## src/rtl/sinc_dec_pkg.sv

```systemverilog
package sinc_dec_pkg;

    typedef enum logic [1:0] {
        FLT_SINC3 = 2'b00,
        FLT_SINC2 = 2'b01,
        FLT_FAST  = 2'b10,
        FLT_RSVD  = 2'b11
    } flt_e;

    // Number of output words after a clear until the response is complete.
    function automatic logic [2:0] settle_words(flt_e f);
        case (f)
            FLT_SINC2: settle_words = 3'd2;
            FLT_FAST:  settle_words = 3'd4;
            default:   settle_words = 3'd3;
        endcase
    endfunction

endpackage

```

## src/rtl/sinc_dec_ctrl.sv

```systemverilog
module sinc_dec_ctrl
    import sinc_dec_pkg::*;
#(
    parameter int LOG2_MIN = 4,
    parameter int LOG2_MAX = 8,
    parameter int LSEL_W   = 4
) (
    input  logic              clk,
    input  logic              rst_n,
    input  logic [1:0]        flt_req,
    input  logic [LSEL_W-1:0] osr_req,
    output flt_e              flt_o,
    output logic              dump_o,
    output logic              clr_o,
    output logic              settled_o
);
    localparam int CW = LOG2_MAX;

    typedef struct packed {
        logic [CW-1:0]     cnt;
        flt_e              flt;
        logic [LSEL_W-1:0] lg;
        logic              fresh;
        logic [2:0]        words;
        logic              settled;
    } ctrl_t;

    ctrl_t st_d, st_q;

    logic [LSEL_W-1:0] req_lg;
    flt_e              req_flt;
    logic [CW:0]       span;
    logic              change;
    logic [2:0]        words_n;

    always_comb begin
        // Normalise the requested setting: clamp the ratio, fold the reserved code.
        if (osr_req < LSEL_W'(LOG2_MIN))      req_lg = LSEL_W'(LOG2_MIN);
        else if (osr_req > LSEL_W'(LOG2_MAX)) req_lg = LSEL_W'(LOG2_MAX);
        else                                  req_lg = osr_req;
        req_flt = (flt_e'(flt_req) == FLT_RSVD) ? FLT_SINC3 : flt_e'(flt_req);

        span    = ((CW+1)'(1) << st_q.lg) - (CW+1)'(1);
        dump_o  = !st_q.fresh && ({1'b0, st_q.cnt} == span);
        change  = (req_flt != st_q.flt) || (req_lg != st_q.lg);
        clr_o   = st_q.fresh || (dump_o && change);
        words_n = (st_q.words == 3'd7) ? st_q.words : st_q.words + 3'd1;

        st_d = st_q;
        if (clr_o) begin
            st_d.cnt     = '0;
            st_d.flt     = req_flt;
            st_d.lg      = req_lg;
            st_d.fresh   = 1'b0;
            st_d.words   = '0;
            st_d.settled = 1'b0;
        end else if (dump_o) begin
            st_d.cnt     = '0;
            st_d.words   = words_n;
            st_d.settled = (words_n >= settle_words(st_q.flt));
        end else begin
            st_d.cnt     = st_q.cnt + CW'(1);
        end
    end

    always_ff @(posedge clk or negedge rst_n) begin
        if (!rst_n) begin
            st_q <= '{cnt: '0, flt: FLT_SINC3, lg: LSEL_W'(LOG2_MAX),
                      fresh: 1'b1, words: '0, settled: 1'b0};
        end else begin
            st_q <= st_d;
        end
    end

    assign flt_o     = st_q.flt;
    assign settled_o = st_q.settled;

endmodule

```

## src/rtl/sinc_dec_integ.sv

```systemverilog
module sinc_dec_integ #(
    parameter int DW     = 25,
    parameter int STAGES = 3
) (
    input  logic          clk,
    input  logic          rst_n,
    input  logic          bit_i,
    input  logic          clr_i,
    output logic [DW-1:0] tap2_o,
    output logic [DW-1:0] tap3_o
);
    logic [STAGES-1:0][DW-1:0] acc_d, acc_q, sum;

    // Chained running sums; each stage adds the freshly updated value of the one before.
    always_comb begin
        for (int k = 0; k < STAGES; k++) begin
            if (k == 0) sum[k] = acc_q[k] + DW'(bit_i);
            else        sum[k] = acc_q[k] + sum[k-1];
        end
        acc_d = clr_i ? '0 : sum;
    end

    always_ff @(posedge clk or negedge rst_n) begin
        if (!rst_n) acc_q <= '0;
        else        acc_q <= acc_d;
    end

    assign tap2_o = sum[1];
    assign tap3_o = sum[STAGES-1];

endmodule

```

## src/rtl/sinc_dec_comb.sv

```systemverilog
module sinc_dec_comb
    import sinc_dec_pkg::*;
#(
    parameter int DW = 25
) (
    input  logic          clk,
    input  logic          rst_n,
    input  logic [DW-1:0] tap2_i,
    input  logic [DW-1:0] tap3_i,
    input  flt_e          flt_i,
    input  logic          dump_i,
    input  logic          clr_i,
    output logic [DW-1:0] data_o,
    output logic          valid_o
);
    localparam int NCOMB = 3;

    typedef struct packed {
        logic [NCOMB-1:0][DW-1:0] dly;
        logic [DW-1:0]            h1;
        logic [DW-1:0]            h2;
        logic [DW-1:0]            data;
        logic                     valid;
    } comb_t;

    comb_t st_d, st_q;
    logic [NCOMB-1:0][DW-1:0] dif;
    logic [DW-1:0]            tap, y;

    always_comb begin
        tap = (flt_i == FLT_SINC3) ? tap3_i : tap2_i;
        for (int k = 0; k < NCOMB; k++) begin
            if (k == 0) dif[k] = tap - st_q.dly[k];
            else        dif[k] = dif[k-1] - st_q.dly[k];
        end
        case (flt_i)
            FLT_SINC2: y = dif[1];
            FLT_FAST:  y = dif[1] + st_q.h2;
            default:   y = dif[2];
        endcase

        st_d       = st_q;
        st_d.valid = dump_i;
        if (dump_i) begin
            st_d.data   = y;
            st_d.dly[0] = tap;
            st_d.dly[1] = dif[0];
            st_d.dly[2] = dif[1];
            st_d.h1     = dif[1];
            st_d.h2     = st_q.h1;
        end
        if (clr_i) begin
            st_d.dly = '0;
            st_d.h1  = '0;
            st_d.h2  = '0;
        end
    end

    always_ff @(posedge clk or negedge rst_n) begin
        if (!rst_n) st_q <= '0;
        else        st_q <= st_d;
    end

    assign data_o  = st_q.data;
    assign valid_o = st_q.valid;

endmodule

```

## src/rtl/sinc_decimator.sv

```systemverilog
module sinc_decimator
    import sinc_dec_pkg::*;
#(
    parameter int LOG2_MIN = 4,
    parameter int LOG2_MAX = 8,
    parameter int LSEL_W   = 4,
    parameter int ORDER    = 3,
    parameter int DW       = ORDER * LOG2_MAX + 1
) (
    input  logic              clk,
    input  logic              rst_n,
    input  logic              mod_bit,
    input  logic [1:0]        flt_sel,
    input  logic [LSEL_W-1:0] osr_log2,
    output logic [DW-1:0]     data_o,
    output logic              valid_o,
    output logic              settled_o
);
    flt_e          flt;
    logic          dump, clr;
    logic [DW-1:0] tap2, tap3;

    sinc_dec_ctrl #(
        .LOG2_MIN(LOG2_MIN), .LOG2_MAX(LOG2_MAX), .LSEL_W(LSEL_W)
    ) i_ctrl (
        .clk(clk), .rst_n(rst_n), .flt_req(flt_sel), .osr_req(osr_log2),
        .flt_o(flt), .dump_o(dump), .clr_o(clr), .settled_o(settled_o)
    );

    sinc_dec_integ #(.DW(DW), .STAGES(ORDER)) i_integ (
        .clk(clk), .rst_n(rst_n), .bit_i(mod_bit), .clr_i(clr),
        .tap2_o(tap2), .tap3_o(tap3)
    );

    sinc_dec_comb #(.DW(DW)) i_comb (
        .clk(clk), .rst_n(rst_n), .tap2_i(tap2), .tap3_i(tap3), .flt_i(flt),
        .dump_i(dump), .clr_i(clr), .data_o(data_o), .valid_o(valid_o)
    );

endmodule

```

## config.mk

```make
export PLATFORM = sky130hd
export DESIGN_NAME = sinc_decimator
export DESIGN_NICKNAME = d
export VERILOG_FILES = /design/src/rtl/sinc_dec_pkg.sv /design/src/rtl/sinc_dec_ctrl.sv /design/src/rtl/sinc_dec_integ.sv /design/src/rtl/sinc_dec_comb.sv /design/src/rtl/sinc_decimator.sv
export SDC_FILE = /design/constraint.sdc
export NUM_CORES = 1
export LEC_CHECK = 0
export ABC_CLOCK_PERIOD_IN_PS = 11300
export CAP_MARGIN = 20
export CELL_PAD_IN_SITES_DETAIL_PLACEMENT = 0
export CELL_PAD_IN_SITES_GLOBAL_PLACEMENT = 2
export CORE_MARGIN = 4
export CORE_UTILIZATION = 41
export CTS_BUF_LIST = sky130_fd_sc_hd__clkbuf_4 sky130_fd_sc_hd__clkbuf_8
export CTS_CLUSTER_DIAMETER = 80
export CTS_CLUSTER_SIZE = 25
export DETAILED_ROUTE_END_ITERATION = 8
export GPL_TIMING_DRIVEN = 0
export MAX_ROUTING_LAYER = met4
export PLACE_DENSITY = 0.79
export SLEW_MARGIN = 20
export SYNTH_ARGS = -nofsm -noshare
export SYNTH_HDL_FRONTEND = slang
export SYNTH_SLANG_ARGS = --single-unit
```

## constraint.sdc

```tcl
create_clock -name clk -period 11.3 [get_ports clk]
set_input_delay 2.26 -clock clk [delete_from_list [all_inputs] [get_ports clk]]
set_output_delay 2.26 -clock clk [all_outputs]
set_load 0.01 [all_outputs]
```

# Word-level counts from Yosys, hierarchy flattened
# Cells that the tools add are included.
dict set report totals {
  wordCells 60
  in_bits 9
  reg_bits 245
  out_inout_bits 27
}
dict set report op_classes {
  eq_ne 7
  muxes 16
  n_shift 1
  n_reduce_logical 7
  addsub 10
  n_lt_le_gt_ge 3
}
# operator count
set ops {}
lappend ops {{150-bit two-way mux} 1}
lappend ops {{125-bit two-way mux} 1}
lappend ops {{25-bit adder} 3}
lappend ops {{75-bit two-way mux} 1}
lappend ops {{25-bit subtractor} 3}
lappend ops {{25-bit one-hot mux with 2 select lines} 1}
lappend ops {{25-bit by 1-bit adder with 25-bit output} 1}
lappend ops {{25-bit two-way mux} 1}
lappend ops {{4-bit two-way mux} 4}
lappend ops {{8-bit two-way mux} 2}
lappend ops {{8-bit by 9-bit equality test with 1-bit output} 1}
lappend ops {{3-bit two-way mux} 3}
lappend ops {{1-bit by 4-bit << shifter with 9-bit output (first input constant)} 1}
lappend ops {{9-bit by 2-bit subtractor with 9-bit output (second input constant)} 1}
lappend ops {{8-bit by 1-bit adder with 8-bit output (second input constant)} 1}
lappend ops {{3-bit one-hot mux with 2 select lines} 1}
lappend ops {{2-bit equality test (second input constant)} 2}
lappend ops {{4-bit > comparator (second input constant)} 1}
lappend ops {{4-bit by 3-bit < comparator with 1-bit output (second input constant)} 1}
lappend ops {{4-bit inequality test} 1}
lappend ops {{3-bit by 1-bit adder with 3-bit output (second input constant)} 1}
lappend ops {{3-bit equality test (second input constant)} 1}
lappend ops {{3-bit >= comparator} 1}
lappend ops {{2-bit by 1-bit equality test with 1-bit output (second input constant)} 1}
lappend ops {{7 further kinds} 9}

# Logic depth before layout (Yosys ltp)
# Gate-level depths: netlist of the first run.
dict set report logic_depth {
  word_depth 11
  mapped_depth 48
  ltp_nobuf 48
}

# Cells and area by module
# Synthesis of the first run repeated with hierarchy kept, for this count alone.
dict set report unflattened {
  cells_unflattened 1981
  hier_area_um2 17347.9
}
# module seq_area_each_um2 area_per_inst_um2 instances cells_per_inst
set modules_own_cells {}
lappend modules_own_cells {sinc_dec_comb 3153.0 10397.5 1 1229}
lappend modules_own_cells {sinc_dec_integ 1876.8 5452.7 1 590}
lappend modules_own_cells {sinc_dec_ctrl 478.0 1497.7 1 162}

# Least setup slack after synthesis of the first run
# Ideal clock, no wire load.
dict set report synth_path {
  path_type {input -> register}
  from {input mod_bit}
  to {register i_comb.st_q (netlist bit i_comb.data_o[23])}
  path_slack_ps 850
  n_path_buf 0
  path_stages 43
  t_arrival_ps 10369
  setup_time_ps 82
  required_time_ps 11218
  cell_sequence {ha_1 xnor2_1 inv_1 ha_1 a21o_1 a21oi_1 o21ai_1 a31o_2 a2111oi_0 nor2_1 and2_1 nor2_1 ha_1 nand2_1 a2111oi_0 or3_1 a21oi_1 xnor2_1 [... 7 more ...] a21o_1 xor2_1 ha_1 o211ai_1 o21ai_0 nand3_1 o21ai_0 o21ai_0 nor2b_1 xnor2_1 ha_1 or3_1 o21ai_0 a21oi_1 a31oi_1 xnor2_1 or3_1 a31oi_1}
}
dict set report synth_via {
  elab_chain_len 8
  word_cells_on_any_way 9
  cone_classes {add/sub (7); mux (2)}
}
# element line_no
set synth_rtl {}
lappend synth_rtl {{start: declaration} sinc_decimator.sv:12} ;# input logic mod_bit,
lappend synth_rtl {{25-bit by 1-bit adder with 25-bit output *} sinc_dec_integ.sv:17} ;# if (k == 0) sum[k] = acc_q[k] + DW'(bit_i);
lappend synth_rtl {{25-bit adder *} sinc_dec_integ.sv:18} ;# else sum[k] = acc_q[k] + sum[k-1];
lappend synth_rtl {{25-bit adder} sinc_dec_integ.sv:18}
lappend synth_rtl {{25-bit two-way mux *} sinc_dec_comb.sv:31} ;# tap = (flt_i == FLT_SINC3) ? tap3_i : tap2_i;
lappend synth_rtl {{25-bit subtractor *} sinc_dec_comb.sv:33} ;# if (k == 0) dif[k] = tap - st_q.dly[k];
lappend synth_rtl {{25-bit subtractor *} sinc_dec_comb.sv:34} ;# else dif[k] = dif[k-1] - st_q.dly[k];
lappend synth_rtl {{25-bit subtractor or 25-bit adder (tied branches)} {sinc_dec_comb.sv:34, sinc_dec_comb.sv:38}}
lappend synth_rtl {{25-bit one-hot mux with 2 select lines *} sinc_dec_comb.sv:36} ;# case (flt_i)
lappend synth_rtl {{end signal: assignment} sinc_dec_comb.sv:61} ;# else st_q <= st_d;
lappend synth_rtl {{end: declaration} sinc_dec_comb.sv:26} ;# comb_t st_d, st_q;
# Every way passes the cells marked *; elsewhere a longest branch is shown, timed or not.
# A chain may end at the register's enable or synchronous reset.

# Worst setup path in the final report of the first run
# Same ends and word-level chain as after synthesis.

==> results.md, run 1 <==
- Clock skew: roughly 0.032 ns
- Post-Synthesis Cell Area: between 15000 and 20000 µm²
- Final worst-path cycle share: between 90% and 100%
- Yosys warning count: 0
- Post-synth top flop: dfrtp_1
- Drt pass-1 iters: 5
- Via count: ~13000
- Worst slew pin tran: 1.00 ns
- Die Width: ~210 µm
- Share of synthesized area spent on multiplexers: about 1.3%
- Initial antenna violation count: 1
- Layout cell share with drive strength beyond 1: between 8 and 9%
- Clk_lat worst skew: slightly below 0.6 ns
- Most common cell after layout, fill and taps aside: dfrtp_1
- Wire length per cell: 16.8 µm
- Main combinational cell family by area after synthesis: compound AO/OA/AOI/OAI gates
- Final Hold Viols: 0
- Ys async rst share: 100%
- Longest Clk Path Bufs: 3
- # setup viols final: 0
- Synth-to-layout area growth: 12.3%
- Post-synthesis cell type count: 74
- Post-Synth Simple-Gate Area: approximately 18%
- GP Congestion: about 0.83
- Initial DRC count: between 400 and 500
- Clock Pin Slew Worst Setup and Hold Paths: 0.10 ns
- Cells after synthesis: 1875
- Area after detailed placement: between 15000 and 20000 µm²
- Leakage: 8.50 nW
- Crit start category: input pin
- Hold-fix buffers, CTS: 0
- Net count after synthesis: slightly above 2000
- H-tree depth: 1
- Worst slew margin: about a third
- Max-Cap Viols: 0
- Multi-input gate area: between 10000 and 15000 µm²
- Maximum fanout along the worst path: 4
- Worst setup EP type: flip-flop
- Final Max Tran Viols: 0
- Number of diodes: 0
- Peak Freq: around 93 MHz
- Placeable Area: approximately 39000 µm²
- # DRC: 0
- Root Driver: clkbuf_8
- Max stage delay cell, worst path: or4_1
- Minimum clock period: roughly 11 ns
- Register area share after synthesis: around 34%
- # IOs: 36
- Most frequent cells in the layout: 218 x dfrtp_1, 173 x nand2_1, 160 x o21ai_0, 137 x nor2_1, 133 x ha_1
- Status: finished, final reports clean
- Synth Area per Inst: approximately 8.6 µm²
- Clock tree sinks: 220
- Post-DP HPWL: ~32 mm
- Post-synth EDFFs: 0
- Critical Path AT: approximately 11 ns
- Post-synthesis adder-cell area fraction: between 10% and 20%
- HP Class: flip-flop to flip-flop
- Peak VDD IR: 191 µV
- CP most frequent cell: ha_1
- FILL cells: just under 4000
- Num CTS Buffers: 20
- Crit path largest cell delay: roughly 0.53 ns
- PD cells: 264 nW/µm²
- Synth Register Bits: 220
- Largest net degree at the start of global routing: 88
- Site Rows: 72
- ANT nets after route: 0
- First-pass GRT wire length: around 68 mm
- Nets: between 2000 and 2500
- Post-route cell area: between 15000 and 20000 µm²
- Register area: around 5500 µm²
- Via/cell ratio: 5.23
- CTS tree: done
- Worst Path Class, Setup: input pin to flip-flop
- Initial Util: 41.7%
- Die area: roughly 43000 µm²
- Post-Synth XOR/XNOR Area: under 10%
- GR Util All Layers: between 20 and 25%
- Post-synthesis compound-gate area fraction: between 10% and 20%
- GRT Residual Overflow: 0
- CP required: roughly 12 ns
- Worst hold slack: between 0.4 and 0.5 ns
- Final WL: 41.4 mm
- Die Y-Extent: a little over 200 µm
- Number of global-route vias before repair: between 10000 and 15000
- # port buffers: 35
## worst paths after layout
| check | from | end | slack, ns | cells past startpoint |
|---|---|---|---|---|
| max | mod_bit | i_comb.data_o[23]$_DFFE_PN0P_ | 0.58 | 43 |
| min | i_comb.data_o[8]$_DFFE_PN0P_ | i_comb.data_o[8]$_DFFE_PN0P_ | 0.49 | 2 |
| max reg2reg | i_integ.acc_q[1]$_DFF_PN0_ | i_comb.data_o[23]$_DFFE_PN0P_ | 2.26 | 42 |
| min reg2reg | i_comb.data_o[8]$_DFFE_PN0P_ | i_comb.data_o[8]$_DFFE_PN0P_ | 0.49 | 2 |
| max in group asynchronous | rst_n | i_integ.acc_q[16]$_DFF_PN0_ | 8.47 | 3 |
| min in group asynchronous | rst_n | i_comb.data_o[3]$_DFFE_PN0P_ | 1.59 | 1 |
## power by group
part / switching, mW / leakage, nW / internal, mW
registers: 0.0105 / 2.92 / 0.804
logic: 2.01 / 5.32 / 1.36
clock network: 0.327 / 0.260 / 0.289
## cells in the mapped netlist, drive strengths merged, types with 35 or more instances
cell type,number,area (µm²)
inv,121,454
nand2,174,653
nor3,35,175
xor2,63,552
and2,60,375
a22o,48,420
a21o,40,300
xnor2,104,911
ha,141,1760
clkbuf,67,251
dfrtp,218,5460
nand3,47,235
o21ai,171,856
a21oi,110,551
nor2,139,524
## worst max-delay path, delay by kind of cell
kind | cells | cell delay, ns
AO/OA/AOI/OAI | 14 | 2.30
buffers and inverters | 3 | 0.71
XOR/XNOR | 5 | 0.87
adder cells (fa/ha/maj) | 6 | 1.68
multiplexers | 1 | 0.30
AND/OR/NAND/NOR | 14 | 3.07
## stage by stage
stage	total power [mW]	util, %	std cells	setup TNS (ns)	worst slack [ns]
floorplan	3.24	-	1875	0	0.850
global placement	3.97	44.2	2428	-438.48	-2.01
detailed placement	3.98	44.4	2430	-9.51	-1.59
CTS	4.66	45.9	2466	-0.0281	-0.0281
global route	5.25	46.8	2470	-0.00485	-0.00485
finish	4.80	46.8	2470	0	0.579
## sequential cells by signal (all words and copies together), names as in the netlist
signal / count
i_ctrl.settled_o: 1
i_comb.st_q: 100
i_comb.valid_o: 1
i_ctrl.flt_o: 2
i_ctrl.st_q: 16
i_integ.acc_q: 75
i_comb.data_o: 25
## metal layers
metal	vias up	global-route usage [%]	wire length, µm
li1	6616	-	-
met1	6148	25.5	18800
met2	94	36.1	20900
met5	-	-	0
met3	54	1.73	750
met4	0	3.99	922
## what timing repair did
item / in CTS / in global routing
setup buffers: 0 / 7
pin swaps: 0 / 10
cloned: 0 / 0
setup endpoints to repair: 8 / 7
resized for setup: 16 / 58
## area by class of cell
cell class	count	area share (%)
repair buffers	44	2.55
clock inverters	13	1.14
inverters	121	2.50
plain buffers	97	2.66
multi-input cells	1434	55.6
flip-flops and latches	220	30.3
clock buffers	23	1.71
well taps	518	3.57
## logic make-up (layout without fill, tap and decap cells)
family,Yosys count,in the layout
AO/OA/AOI/OAI,500,500
XOR/XNOR,168,168
adder cells (fa/ha/maj),146,146
buffers and inverters,221,298
flip-flops,220,220
multiplexers,19,19
other,1,1
AND/OR/NAND/NOR,600,600
Power figures use the tool's default switching activity.
==> inputs of run 2 (changes only) <==
--- a/config.mk
+++ b/config.mk
@@ -5,10 +5,11 @@
 export SDC_FILE = /design/constraint.sdc
 export NUM_CORES = 1
 export LEC_CHECK = 0
-export ABC_CLOCK_PERIOD_IN_PS = 11300
+export ABC_CLOCK_PERIOD_IN_PS = 12200
 export CAP_MARGIN = 20
 export CELL_PAD_IN_SITES_DETAIL_PLACEMENT = 0
 export CELL_PAD_IN_SITES_GLOBAL_PLACEMENT = 2
+export CORE_ASPECT_RATIO = 0.7
 export CORE_MARGIN = 4
 export CORE_UTILIZATION = 41
 export CTS_BUF_LIST = sky130_fd_sc_hd__clkbuf_4 sky130_fd_sc_hd__clkbuf_8
==> constraint.sdc (replaced) <==
create_clock -name clk -period 12.2 [get_ports clk]
set_input_delay 2.44 -clock clk [delete_from_list [all_inputs] [get_ports clk]]
set_output_delay 2.44 -clock clk [all_outputs]
set_load 0.01 [all_outputs]
==> run 2 against run 1 <==
Effect of this change: critical path depth up 2; sequential power down 7.4%; global-route usage up 0.78 points; first-iteration DRC count up 99%; worst setup slack better by 0.24 ns; clock power down 30%; cell area down 2.6%; critical path type unchanged; highest routed layer unchanged.
==> results.md, run 2 (synthesis gave the netlist of run 1 again) <==
- Status: finished, final reports clean
- ANT nets after route: 0 (unchanged)
- Multi-input gate area: 9850 µm² (-2.6%)
- Placed Cells: 2440 (+0.41%)
- PD cells: 234 nW/µm² (-11%)
- Final WL: 44.0 mm (+6.4%)
- Largest net degree at the start of global routing: 77 (-13%)
- CP most frequent cell: ha_1
- Worst hold slack: 0.496 ns (+0.0105 ns)
- Leakage: 8.33 nW (-2.1%)
- Longest Clk Path Bufs: 3 (unchanged)
- # setup viols final: 0 (unchanged)
- Sw Ratio: 50.3% (+1.4 points)
- Most frequent cells in the layout: 218 x dfrtp_1, 174 x nand2_1, 162 x o21ai_0, 141 x ha_1, 138 x nor2_1
- Synth-to-layout area growth: 9.41%
- Minimum clock period: roughly 11 ns
- Comb power frac: 71.4% (+1.2 points)
- CP required: 12.65 ns (+0.86 ns)
- # IOs: 36 (unchanged)
- Site Rows: 60 (-17%)
- Drt pass-1 iters: 5 (unchanged)
- Wire length per cell: 17.9 µm (+6.6%)
- Worst slew pin tran: 1.16 ns (+0.164 ns)
- RSZ-0062 raised after global routing: no
- Final worst-path cycle share: 93.3%
- Final Max Tran Viols: 0 (unchanged)
- Worst slew margin: 21.6% (-12 points)
- Setup slack, reg-to-reg: 2.74 ns (+0.48 ns)
- FILL cells: 3871 (-0.49%)
- Clock power share: 10.4% (-2.4 points)
- Maximum fanout along the worst path: 10 (+6)
- Clock skew: 0.0353 ns (+0.00350 ns)
- Max stage delay cell, worst path: clkdlybuf4s50_1
- First-pass GRT wire length: 70.7 mm (+3.9%)
- Hold_sp: i_comb.data_o[10]$_DFFE_PN0P_
- Placeable Area: 38700 µm² (-0.43%)
- Post-CTS Setup Inserts: 0 (unchanged)
- Die Y-Extent: 174 µm (-16%)
- Post-DP HPWL: 34.2 mm (+5.5%)
- Critical Path AT: 11.83 ns (+0.62 ns)
- Pre-CTS setup slack: -0.885 ns (+0.702 ns)
- H-tree depth: 1 (unchanged)
- Number of global-route vias before repair: 12500 (-2.7%)
- Switch Pwr: 2.08 mW (-11%)
- Final Non-Filler Cells: 2464 (-0.24%)
- Most common cell after layout, fill and taps aside: dfrtp_1
- CP top delay family: compound AO/OA/AOI/OAI gates
- Root Driver: clkbuf_8
- # DRC: 0 (unchanged)
- Die area: 42800 µm² (+0.12%)
- Via/cell ratio: 5.33 (+1.9%)
- Reg with most FFs: i_comb.st_q
- Initial DRC count: 897 (+99%)
- GR Util All Layers: 21.1% (+0.78 points)
- Clock tree sinks: 220 (unchanged)
- Nets: 2084 (-0.43%)
- Max-Cap Viols: 0 (unchanged)
- End-of-flow core utilization: 45.8% (-1.0 points)
- Register area: 5510 µm² (unchanged)
- Cell-internal power: 2.06 mW (-16%)
- Peak VDD IR: 180 µV (-5.4%)
- Worst setup EP type: flip-flop
- Number of diodes: 0 (unchanged)
- Via count: 13100 (+1.7%)
- CP Buf/Inv Count: 6 (+3)
- Num CTS Buffers: 15 (-25%)
- Number of flip-flops in the largest register: 100 (unchanged)
- Reg2reg start: i_integ.acc_q[1]$_DFF_PN0_
- Clock Pin Slew Worst Setup and Hold Paths: 0.14 ns (+0.04 ns)
- Final Hold Viols: 0 (unchanged)
- Peak Freq: 87.9 MHz
- HP Class: flip-flop to flip-flop
- Reg2Reg Depth: 42 (unchanged)
- Hold path depth: 2 (unchanged)
- Final WS setup: 0.821 ns (+0.242 ns)
- Crit path largest cell delay: 0.44 ns (-0.09 ns)
- Initial antenna violation count: 0 (-1)
- CTS tree: done
- # port buffers: 35 (unchanged)
- Hold Path End: i_comb.data_o[10]$_DFFE_PN0P_
- Layout cell share with drive strength beyond 1: 5.73% (-2.9 points)
- Seq pwr share: 18.2% (+1.2 points)
- Crit start category: input pin
- R2r endpoint: i_comb.data_o[24]$_DFFE_PN0P_
- Initial Util: 41.9% (+0.18 points)
- Die Width: 245 µm (+19%)
- Worst Path Class, Setup: input pin to flip-flop
- Clk_lat worst skew: 0.59 ns (about the same)
- GRT Residual Overflow: 0 (unchanged)
- GP Congestion: 0.891 (+6.9%)
==> run 2: cell types whose count changed in the layout (fill, tap and decap cells not counted), moves of 3 or more <==
cell	before	now
a31oi_1	10	13
xnor2_1	93	101
bufinv_16	4	0
clkbuf_8	22	17
ha_2	4	0
ha_4	4	0
a21oi_1	104	109
xnor2_2	11	3
buf_4	32	25
ha_1	133	141
a21oi_2	5	1
==> run 2: repair_timing <==
item | in CTS | in global routing
endpoints found under the setup margin | 3 | 8
hold buffers | 0 | 0
gates cloned | 0 | 0
pin swaps | 0 | 0
gates resized for setup | 2 | 23
==> run 2: cell type report <==
cell class | instances | area share [%]
Multi-Input combinational cell | 1434 | 55.6
Sequential cell | 220 | 31.1
Tap cell | 527 | 3.72
Buffer | 99 | 2.76
Inverter | 121 | 2.57
Timing Repair Buffer | 38 | 2.47
Clock buffer | 17 | 1.32
Clock inverter | 8 | 0.424
==> run 2: metrics by stage <==
step | setup TNS, ns | cell area [µm²] | total power [mW]
finish | 0 | 17700 | 4.14
global route | 0 | 17700 | 4.56
CTS | 0 | 17600 | 4.12
detailed placement | -4.03 | 17300 | 3.66
global placement | -380.06 | 17200 | 3.65
floorplan | 0 | 16200 | 3.00
==> run 2: layer usage <==
| metal | GRT usage (%) | wire length, µm |
|---|---|---|
| met4 | 2.17 | 395 |
| met1 | 35.5 | 25600 |
| met2 | 26.9 | 16400 |
| met3 | 2.62 | 1670 |
| met5 | - | 0 |
==> run 2: worst max-delay path by stage <==
stage                        from                             to  slack, ns  depth (start not counted)
final                     mod_bit  i_comb.data_o[24]$_DFFE_PN0P_       0.82                         45
after CTS                 mod_bit  i_comb.data_o[23]$_DFFE_PN0P_       0.02                         44
after global routing      mod_bit  i_comb.data_o[24]$_DFFE_PN0P_       0.05                         45
after detailed placement  mod_bit  i_comb.data_o[23]$_DFFE_PN0P_      -0.89                         44
after floorplan           mod_bit  i_comb.data_o[23]$_DFFE_PN0P_       1.57                         43
after global placement      rst_n     i_integ.acc_q[1]$_DFF_PN0_      -1.76                          1
==> run 2: worst min-delay path, cell delays in order, from the launching register on <==
cell     delay (ns)
dfrtp_1        0.36
nand2_1        0.04
o21ai_0        0.06
==> run 2: power groups by stage <==
stage	clock network [mW]	logic, mW	registers [mW]
5_1_grt	0.478	3.32	0.757
2_1_floorplan	0	2.23	0.766
6_report	0.431	2.96	0.755
3_3_place_gp	0	2.88	0.769
3_5_place_dp	0	2.89	0.769
4_1_cts	0.452	2.91	0.755
==> inputs of run 3 (changes only) <==
--- a/config.mk
+++ b/config.mk
@@ -18,7 +18,7 @@
 export DETAILED_ROUTE_END_ITERATION = 8
 export GPL_TIMING_DRIVEN = 0
 export MAX_ROUTING_LAYER = met4
-export PLACE_DENSITY = 0.79
+export PLACE_DENSITY_LB_ADDON = 0.1
 export SLEW_MARGIN = 20
 export SYNTH_ARGS = -nofsm -noshare
 export SYNTH_HDL_FRONTEND = slang
==> run 3 against run 2 <==
Effect of this change: register-to-register slack worse by 0.14 ns; clock power about the same; combinational power about the same; utilization down 0.14 points; critical path type unchanged; sequential power about the same.
==> results.md, run 3 (synthesis gave the netlist of run 1 again) <==
- GRT Residual Overflow: 0 (unchanged)
- Die Y-Extent: 174 µm (unchanged)
- Number of global-route vias before repair: 12300 (-1.4%)
- FILL cells: 3915 (+1.1%)
- RSZ-0062 raised after global routing: no
- Seq pwr share: 18.3% (about the same)
- CTS tree: done
- Hold_sp: i_comb.data_o[1]$_DFFE_PN0P_
- PD cells: 233 nW/µm² (-0.35%)
- Final Hold Viols: 0 (unchanged)
- Crit start category: input pin
- Largest net degree at the start of global routing: 85 (+10%)
- # port buffers: 35 (unchanged)
- Leakage: 8.32 nW (-0.12%)
- Wire length per cell: 17.7 µm (-0.82%)
- Pwr Total: 4.12 mW (-0.64%)
- Met1 WL: 25.1 mm (-1.8%)
- Crit. Startpoint: mod_bit
- Most frequent cells in the layout: 218 x dfrtp_1, 174 x nand2_1, 162 x o21ai_0, 141 x ha_1, 138 x nor2_1
- Via count: 13200 (+0.63%)
- Switch Pwr: 2.07 mW (-0.69%)
- Peak VDD IR: 204 µV (+13%)
- Status: finished, final reports clean
- Maximum fanout along the worst path: 4 (-6)
- Clock tree sinks: 220 (unchanged)
- Most common cell after layout, fill and taps aside: dfrtp_1
- Nets: 2083 (-0.048%)
- HP Class: flip-flop to flip-flop
- Clock skew: 0.0346 ns (-0.000757 ns)
- Post-CTS Setup Inserts: 0 (unchanged)
- Sw Ratio: 50.3% (about the same)
- # setup viols final: 0 (unchanged)
- Initial Util: 41.9% (unchanged)
- Uppermost layer routed: met4
- Crit path largest cell delay: 0.52 ns (+0.08 ns)
- Register area: 5510 µm² (unchanged)
- Root Driver: clkbuf_8
- Clk_lat worst skew: 0.59 ns (about the same)
- CP most frequent cell: ha_1
- Peak Freq: 86.8 MHz (-1.2%)
- End-of-flow core utilization: 45.7% (-0.14 points)
- Hold path depth: 2 (unchanged)
- Critical Path AT: 12.00 ns (+0.17 ns)
- Clock Pin Slew Worst Setup and Hold Paths: 0.14 ns (about the same)
- Number of diodes: 0 (unchanged)
- GP Congestion: 0.885 (-0.72%)
- Worst Path Class, Setup: input pin to flip-flop
- Multi-input gate area: 9820 µm² (-0.23%)
- Initial antenna violation count: 1 (+1)
- Max stage delay cell, worst path: or4_1
- ANT nets after route: 0 (unchanged)
- Drt pass-1 iters: 5 (unchanged)
- Worst slew pin tran: 1.02 ns (-0.139 ns)
- Synth-to-layout area growth: 9.09%
- Initial DRC count: 963 (+7.4%)
- Worst slew margin: 30.9% (+9.4 points)
- Reg2reg start: i_integ.acc_q[0]$_DFF_PN0_
- Die area: 42800 µm² (unchanged)
- Reg with most FFs: i_comb.st_q
- Max-Cap Viols: 0 (unchanged)
- Met2 WL: 16.2 mm (-1.2%)
- CP required: 12.69 ns (+0.04 ns)
- Die Width: 245 µm (unchanged)
- Num CTS Buffers: 15 (unchanged)
- Cell-internal power: 2.05 mW (-0.59%)
- CP Buf/Inv Count: 3 (-3)
- GR Util All Layers: 20.9% (-0.20 points)
- Hold Path End: i_comb.data_o[1]$_DFFE_PN0P_
- Final WL: 43.7 mm (-0.86%)
- CP top delay family: compound AO/OA/AOI/OAI gates
- Clock power share: 10.5% (about the same)
- Post-DP HPWL: 33.8 mm (-1.0%)
- Number of flip-flops in the largest register: 100 (unchanged)
- Reg2Reg Depth: 42 (unchanged)
- Via/cell ratio: 5.36 (+0.67%)
- Comb power frac: 71.1% (-0.3 points)
- Met3 WL: 1.93 mm (+16%)
- Site Rows: 60 (unchanged)
- Placeable Area: 38700 µm² (unchanged)
- # IOs: 36 (unchanged)
- Final worst-path cycle share: 94.4% (+1.1 points)
- Minimum clock period: 11.52 ns (+0.138 ns)
- H-tree depth: 1 (unchanged)
- Final Max Tran Viols: 0 (unchanged)
- Worst setup EP type: flip-flop
- # DRC: 0 (unchanged)
- Longest Clk Path Bufs: 3 (unchanged)
- Setup slack, reg-to-reg: 2.60 ns (-0.14 ns)
- R2r endpoint: i_comb.data_o[23]$_DFFE_PN0P_
- Layout cell share with drive strength beyond 1: 5.73% (about the same)
- First-pass GRT wire length: 70.1 mm (-0.80%)
==> run 3: layout make-up <==
cell class / count / area share (%)
multi-input combinational: 1434 / 55.7
inverter: 121 / 2.57
clock buffer: 16 / 1.21
sequential: 220 / 31.2
clock inverter: 9 / 0.525
buffer: 99 / 2.77
tap: 527 / 3.74
timing repair buffer: 37 / 2.33
==> run 3: metal layers <==
layer	vias to the layer above	global-route usage, %
li1	6615	-
met1	6384	35.5
met2	189	26.2
met3	22	2.59
met4	0	2.32
met5	-	-
==> run 3: worst min-delay path, stage by stage, from the launching register on <==
cell and delay (ns):
dfrtp_1 0.37, nand2_1 0.04, o21ai_0 0.06
==> run 3: power by group through the flow <==
| stage | Sequential [mW] | Combinational [mW] | Clock, mW |
|---|---|---|---|
| 4_1_cts | 0.755 | 2.91 | 0.456 |
| 3_5_place_dp | 0.769 | 2.89 | 0 |
| 2_1_floorplan | 0.766 | 2.23 | 0 |
| 5_1_grt | 0.758 | 3.31 | 0.481 |
| 3_3_place_gp | 0.769 | 2.88 | 0 |
| 6_report | 0.755 | 2.93 | 0.434 |
==> run 3: worst max-delay path by stage <==
stage / endpoint / cells past startpoint
6_report: i_comb.data_o[23]$_DFFE_PN0P_ / 43
4_1_cts: i_comb.data_o[24]$_DFFE_PN0P_ / 45
2_1_floorplan: i_comb.data_o[23]$_DFFE_PN0P_ / 43
3_5_place_dp: i_comb.data_o[24]$_DFFE_PN0P_ / 45
5_1_grt: i_comb.data_o[24]$_DFFE_PN0P_ / 45
3_3_place_gp: i_integ.acc_q[25]$_DFF_PN0_ / 1
==> run 3: per-stage QoR <==
step	hold slack, ns	TNS [ns]	instances	setup slack (ns)	cell area [µm²]
2_1_floorplan	0.444	0	1875	1.57	16200
3_3_place_gp	0.464	-387.91	2437	-1.80	17200
3_5_place_dp	0.472	-3.98	2439	-0.904	17300
4_1_cts	0.503	0	2464	0.177	17600
5_1_grt	0.519	0	2463	0.0566	17700
6_report	0.498	0	2463	0.683	17700
==> run 3: timing repair <==
action	in CTS	in global routing
resized for setup	3	20
endpoints found under the hold margin	0	0
pin swaps	0	0
gates cloned	0	0
hold buffers	0	0
endpoints found under the setup margin	3	8
